[config.mk]
export PLATFORM = sky130hd
export DESIGN_NAME = pulse_timekeeper
export DESIGN_NICKNAME = d
export VERILOG_FILES = /design/src/rtl/tk_pkg.sv /design/src/rtl/tk_glitch_filter.sv /design/src/rtl/tk_width_classifier.sv /design/src/rtl/tk_rollover_tick.sv /design/src/rtl/tk_watchdog.sv /design/src/rtl/pulse_timekeeper.sv
export SDC_FILE = /design/constraint.sdc
export NUM_CORES = 1
export LEC_CHECK = 0
export BUFFER_PORTS_ARGS = -buffer_cell sky130_fd_sc_hd__buf_2
export CORE_ASPECT_RATIO = 0.5
export CORE_UTILIZATION = 55
export CTS_BUF_LIST = sky130_fd_sc_hd__clkbuf_8
export DETAILED_ROUTE_END_ITERATION = 7
export GPL_ROUTABILITY_DRIVEN = 0
export PLACE_DENSITY = 0.78
export SYNTH_ARGS = -nofsm -noshare
export SYNTH_HDL_FRONTEND = slang
export SYNTH_SLANG_ARGS = --single-unit
export TNS_END_PERCENT = 30
[constraint.sdc]
create_clock -name clk -period 2.2 [get_ports clk]
set_input_delay 0.44 -clock clk [delete_from_list [all_inputs] [get_ports clk]]
set_output_delay 0.44 -clock clk [all_outputs]
set_load 0.01 [all_outputs]
[src/rtl/tk_pkg.sv]
package tk_pkg;
    typedef enum logic [1:0] {
        CL_IDLE    = 2'd0,
        CL_HIGH    = 2'd1,
        CL_TOOLONG = 2'd2
    } cls_state_t;
endpackage

[src/rtl/tk_glitch_filter.sv]
module tk_glitch_filter #(
    parameter int SYNC_STAGES = 2,
    parameter int FILT_LEN    = 4
) (
    input  logic clk,
    input  logic rst_n,
    input  logic raw_i,
    output logic filt_o
);
    localparam int CW = $clog2(FILT_LEN) + 1;

    logic [SYNC_STAGES-1:0] sync_q;
    logic [CW-1:0]          run_q;
    logic                   sync_s;

    assign sync_s = sync_q[SYNC_STAGES-1];

    always_ff @(posedge clk) begin
        if (!rst_n) begin
            sync_q <= '0;
            run_q  <= '0;
            filt_o <= 1'b0;
        end else begin
            sync_q <= {sync_q[SYNC_STAGES-2:0], raw_i};
            if (sync_s == filt_o) begin
                run_q <= '0;
            end else if (run_q == CW'(FILT_LEN - 1)) begin
                run_q  <= '0;
                filt_o <= sync_s;
            end else begin
                run_q <= run_q + 1'b1;
            end
        end
    end

    AST_FILT_NEEDS_CHANGE: assert property (@(posedge clk) disable iff (!rst_n)
        (filt_o != $past(filt_o)) |-> ($past(sync_s) != $past(filt_o)));
endmodule

[src/rtl/tk_width_classifier.sv]
module tk_width_classifier
    import tk_pkg::*;
#(
    parameter int SPIN_MIN = 17,
    parameter int SPIN_MAX = 252,
    parameter int PPS_MAX  = 16780
) (
    input  logic clk,
    input  logic rst_n,
    input  logic filt_i,
    input  logic err_clr,
    output logic spin_stb,
    output logic pps_stb,
    output logic width_err
);
    localparam int WW = $clog2(PPS_MAX + 2);

    cls_state_t    st_q, st_d;
    logic [WW-1:0] w_q;

    always_comb begin
        st_d = st_q;
        unique case (st_q)
            CL_IDLE:    if (filt_i) st_d = CL_HIGH;
            CL_HIGH:    if (!filt_i) st_d = CL_IDLE;
                        else if (w_q == WW'(PPS_MAX)) st_d = CL_TOOLONG;
            CL_TOOLONG: if (!filt_i) st_d = CL_IDLE;
            default:    st_d = CL_IDLE;
        endcase
    end

    always_ff @(posedge clk) begin
        if (!rst_n) st_q <= CL_IDLE;
        else        st_q <= st_d;
    end

    logic fall_in_high, is_spin, is_pps, bad_len, too_long;
    assign fall_in_high = (st_q == CL_HIGH) && !filt_i;
    assign is_spin  = (w_q >= WW'(SPIN_MIN)) && (w_q <= WW'(SPIN_MAX));
    assign is_pps   = (w_q >  WW'(SPIN_MAX)) && (w_q <= WW'(PPS_MAX));
    assign bad_len  = fall_in_high && !is_spin && !is_pps;
    assign too_long = (st_q == CL_HIGH) && (st_d == CL_TOOLONG);

    always_ff @(posedge clk) begin
        if (!rst_n) begin
            w_q       <= '0;
            spin_stb  <= 1'b0;
            pps_stb   <= 1'b0;
            width_err <= 1'b0;
        end else begin
            if (st_q == CL_IDLE)        w_q <= WW'(1);
            else if (st_q == CL_HIGH)   w_q <= w_q + 1'b1;
            spin_stb <= fall_in_high && is_spin;
            pps_stb  <= fall_in_high && is_pps;
            if (bad_len || too_long)    width_err <= 1'b1;
            else if (err_clr)           width_err <= 1'b0;
        end
    end

    AST_STB_EXCLUSIVE: assert property (@(posedge clk) disable iff (!rst_n)
        !(spin_stb && pps_stb));
    AST_SPIN_ONE_CYCLE: assert property (@(posedge clk) disable iff (!rst_n)
        spin_stb |=> !spin_stb);
    AST_PPS_ONE_CYCLE: assert property (@(posedge clk) disable iff (!rst_n)
        pps_stb |=> !pps_stb);
    AST_ERR_STICKY: assert property (@(posedge clk) disable iff (!rst_n)
        (width_err && !err_clr) |=> width_err);
endmodule

[src/rtl/tk_rollover_tick.sv]
module tk_rollover_tick #(
    parameter int CNT_W    = 24,
    parameter int TICK_BIT = 14
) (
    input  logic             clk,
    input  logic             rst_n,
    input  logic [CNT_W-1:0] tbase_i,
    output logic             tick_o
);
    always_ff @(posedge clk) begin
        if (!rst_n) tick_o <= 1'b0;
        else        tick_o <= &tbase_i[TICK_BIT-1:0];
    end

    AST_TICK_SINGLE: assert property (@(posedge clk) disable iff (!rst_n)
        tick_o |=> !tick_o);
endmodule

[src/rtl/tk_watchdog.sv]
module tk_watchdog #(
    parameter int WD_W = 24
) (
    input  logic clk,
    input  logic rst_n,
    input  logic kick,
    output logic wd_reset
);
    logic [WD_W-1:0] idle_q;

    always_ff @(posedge clk) begin
        if (!rst_n) begin
            idle_q   <= '0;
            wd_reset <= 1'b0;
        end else begin
            idle_q   <= kick ? '0 : idle_q + 1'b1;
            wd_reset <= !kick && (&idle_q);
        end
    end

    AST_WD_SINGLE: assert property (@(posedge clk) disable iff (!rst_n)
        wd_reset |=> !wd_reset);
    AST_WD_KICK_QUIET: assert property (@(posedge clk) disable iff (!rst_n)
        kick |=> !wd_reset);
endmodule

[src/rtl/pulse_timekeeper.sv]
module pulse_timekeeper #(
    parameter int CNT_W       = 24,
    parameter int SYNC_STAGES = 2,
    parameter int FILT_LEN    = 4,
    parameter int SPIN_MIN    = 17,
    parameter int SPIN_MAX    = 252,
    parameter int PPS_MAX     = 16780,
    parameter int IRQ_BIT     = 14,
    parameter int SWAP_BIT    = 14,
    parameter int WD_W        = 24
) (
    input  logic             clk,
    input  logic             rst_n,
    input  logic             tpulse_raw,
    input  logic             wd_kick,
    input  logic             err_clr,
    output logic [CNT_W-1:0] tbase_o,
    output logic [CNT_W-1:0] spin_stamp_o,
    output logic [CNT_W-1:0] pps_stamp_o,
    output logic             spin_stb_o,
    output logic             pps_stb_o,
    output logic             width_err_o,
    output logic             irq_tick_o,
    output logic             swap_tick_o,
    output logic             wd_reset_o
);
    logic filt;

    tk_glitch_filter #(.SYNC_STAGES(SYNC_STAGES), .FILT_LEN(FILT_LEN)) u_filt (
        .clk(clk), .rst_n(rst_n), .raw_i(tpulse_raw), .filt_o(filt));

    tk_width_classifier #(.SPIN_MIN(SPIN_MIN), .SPIN_MAX(SPIN_MAX), .PPS_MAX(PPS_MAX)) u_cls (
        .clk(clk), .rst_n(rst_n), .filt_i(filt), .err_clr(err_clr),
        .spin_stb(spin_stb_o), .pps_stb(pps_stb_o), .width_err(width_err_o));

    always_ff @(posedge clk) begin
        if (!rst_n) begin
            tbase_o      <= '0;
            spin_stamp_o <= '0;
            pps_stamp_o  <= '0;
        end else begin
            tbase_o <= tbase_o + 1'b1;
            if (spin_stb_o) spin_stamp_o <= tbase_o;
            if (pps_stb_o)  pps_stamp_o  <= tbase_o;
        end
    end

    localparam int TICK_BITS [2] = '{IRQ_BIT, SWAP_BIT};
    logic [1:0] ticks;

    for (genvar g = 0; g < 2; g++) begin : g_tick
        tk_rollover_tick #(.CNT_W(CNT_W), .TICK_BIT(TICK_BITS[g])) u_tick (
            .clk(clk), .rst_n(rst_n), .tbase_i(tbase_o), .tick_o(ticks[g]));
    end
    assign irq_tick_o  = ticks[0];
    assign swap_tick_o = ticks[1];

    tk_watchdog #(.WD_W(WD_W)) u_wd (
        .clk(clk), .rst_n(rst_n), .kick(wd_kick), .wd_reset(wd_reset_o));

    AST_SPIN_STAMP_HOLD: assert property (@(posedge clk) disable iff (!rst_n)
        !$past(spin_stb_o) |-> $stable(spin_stamp_o));
    AST_PPS_STAMP_HOLD: assert property (@(posedge clk) disable iff (!rst_n)
        !$past(pps_stb_o) |-> $stable(pps_stamp_o));
endmodule

==> results by group <==
Detailed routing
  – Residual DRC count: 18
  – Detail Route Antenna Nets: 0
  – Vias: 3779
  – Drt pass-1 iters: 8
  – Drt total wl: 9.52 mm
  – Wire per inst: 12.9 um
  – Initial drt markers: 168
  – Vias per cell: 5.11

Clock network
  – Clk sinks: 124
  – H-tree Lvls: 4
  – Clk root buf: clkbuf_8
  – Worst skew pair latency: 420 ps
  – Worst-path clk slew: 70 ps
  – Postcts setup bufs: 0
  – CTS tree: yes
  – Hold Buf Count CTS: 0
  – Post-CTS sizing: 0
  – Clock Tree Buf Depth: 2
  – CTS Buf Count: 17

Timing
  – Final Hold Fails: 0
  – Slew @ Worst Pin: 628 ps
  – Final setup viols: 0
  – Fin. max-slew vios: 0
  – Fmax: 498 MHz
  – Period utilisation layout: 0.912
  – Clock Skew: 11.8 ps
  – Sum Neg Setup Slack: 0 ps
  – Min Tclk post-route: 2010 ps
  – Rel. slew slack: 0.581
  – RSZ-0062 raised after global routing: no

Power
  – Cell area power density: 722 nW/um2
  – Leak: 2.37 nW
  – Clock share of power: 0.465
  – Comb pwr share: 0.017
  – Peak supply drop: 358 uV
  – Sw frac: 0.223
  – Internal: 3.40 mW
  – Sequential share of power: 0.518
  – Switching power: 0.978 mW

Critical path
  – Req. time, crit path: 2560 ps
  – Crit-path max FO: 4
  – R2R setup slack: 190 ps
  – CP delay by family, top: compound AO/OA/AOI/OAI gates
  – Buf/Inv on CP: 1
  – Critical Path Max Stage Delay: 520 ps
  – Cell mode on critical path: a22o_1
  – Crit path launch type: register
  – CP Cell Sequence: inv_1 -> ha_1 -> or4b_1 -> a2111oi_0 -> a22o_1 -> a22o_1
  – CP endpoint kind: register
  – CP arrival: 2370 ps
  – Critical path depth in cells: 6
  – FF-to-FF path depth: 6
  – Worst Setup Path Type: register to register
  – Critical Path Slowest Stage Cell: a2111oi_0

Finish
  – Most frequent cells in the layout: dfxtp_1 (124), buf_2 (82), nor2b_1 (53)
  – Multi-input logic area: 2470 um2
  – Most common cell after layout, fill and taps aside: dfxtp_1
  – # fillers: 721
  – Post-Layout Cell Count: 739
  – Layout cell share with drive strength beyond 1: 0.219
  – Layout Area Growth over Synthesis: 19.1%
  – N_diodes: 0
  – Layout Utilization: 0.685
  – Register area: 2480 um2
  – Nets@finish: 621

Outcome
  – Failing checks: design-rule violations
  – Status: finished with violations

Yosys
  – Flip-flop and latch count after synthesis: 124
  – Mapped Avg Cell Area: 9.78 um2
  – Register area share after synthesis: 0.487
  – EDFF count, synth: 0
  – Asr flop ratio synth: 0
  – Syn Nets: 533
  – Post-Syn Instances: 521
  – Synth Flop Type: dfxtp_1
  – Synth cell types: 41
  – Yosys warnings: 0
  – Post-Syn Area: 5090 um2

Floorplan
  – Die X: 138 um
  – Core Footprint: 8860 um2
  – Die Span Y: 70.1 um
  – Initial Util: 0.575
  – Row count: 24
  – Die area: 9670 um2
  – Boundary Pins: 83

GRT
  – Global route overflow: 0
  – Vias in the first global route: 3435
  – Total GRT Usage: 0.211
  – Largest net degree at the start of global routing: 60
  – First-pass GRT wire length: 16.1 mm
  – Initial antenna violation count: 0

Worst hold path
  – Hold path depth: 2
  – Worst min path class: input port to register

Placement
  – Port bufs: 82
  – Post-DP HPWL: 6.54 mm
  – DP Cell Count: 707

Flow run
  – Max_cap viols: 0
==> registers in the layout, indices dropped and copies added (netlist names) <==
register,flops
tbase_o,24
u_cls.spin_stb,1
u_cls.pps_stb,1
u_wd.idle_q,24
u_cls.st_q,2
u_filt.sync_q,2
u_wd.wd_reset,1
u_cls.width_err,1
u_cls.w_q,15
u_filt.run_q,3
pps_stamp_o,24
u_filt.filt_o,1
g_tick.u_tick.tick_o,1
spin_stamp_o,24
==> through the flow <==
stage,total power [mW],setup slack [ps],instance area [um2],hold WS [ps]
CTS,4.42,211,6070,218
global route,4.53,0.742,6070,205
finish,4.38,194,6070,236
floorplan,2.37,391,5090,399
detailed placement,2.40,245,5660,426
global placement,2.39,318,5660,409
==> per-layer routing <==
layer	vias up	wire length, um	global-route usage
met5	-	0	0
met4	0	82	0.0874
met3	7	330	0.0631
met2	62	4480	0.338
met1	1787	4620	0.267
li1	1923	-	-
==> worst register-to-register path, cell delays in order, from the launching register on <==
cell and delay, ps:
dfxtp_1 370, inv_1 90, ha_1 170, or4b_1 460, a2111oi_0 520, a22o_1 210, a22o_1 130
==> cell type report <==
cell class                      count  area share
Sequential cell                   124       0.409
Multi-Input combinational cell    361       0.407
Timing Repair Buffer               95      0.0858
Clock buffer                       17      0.0386
Clock inverter                     15      0.0289
Tap cell                          117      0.0241
Inverter                           10     0.00619
==> cell families after synthesis <==
logic type,synth area share
compound gates,0.0255
fa+ha+maj,0.0172
simple gates,0.253
flops,0.487
xor+xnor,0.0929
buf+inv,0.0275
mux,0.0963
==> path summary, 6_finish.rpt <==
path	from	end
max reg2reg	u_cls.w_q[1]	u_cls.width_err
max	u_cls.w_q[1]	u_cls.width_err
min	tpulse_raw	u_filt.sync_q[0]
min reg2reg	u_filt.run_q[0]	u_filt.run_q[0]
==> cells in the mapped netlist (3+ instances only) <==
master | count | area [um2]
dfxtp_1 | 124 | 2480
nor2b_1 | 53 | 332
mux2i_1 | 49 | 490
nor2_1 | 49 | 184
xor2_1 | 28 | 245
and2_1 | 27 | 169
xnor2_1 | 26 | 228
nand2_1 | 23 | 86.3
clkbuf_1 | 21 | 78.8
nand4_1 | 18 | 113
nand3_1 | 16 | 80.1
inv_1 | 10 | 37.5
nor3_1 | 10 | 50.1
and3_1 | 9 | 56.3
ha_1 | 7 | 87.6
a21oi_1 | 6 | 30.0
and4_1 | 6 | 52.6
o21ai_0 | 5 | 25.0
buf_1 | 3 | 11.3
nor4_1 | 3 | 18.8
==> power groups by stage <==
stage | combinational [mW] | sequential (mW) | clock (mW)
floorplan | 0.0547 | 2.32 | 0
global placement | 0.0738 | 2.32 | 0
detailed placement | 0.0759 | 2.32 | 0
CTS | 0.0762 | 2.27 | 2.08
global route | 0.0841 | 2.27 | 2.17
finish | 0.0744 | 2.27 | 2.04
Note: power is estimated with default switching activity, not from simulation.
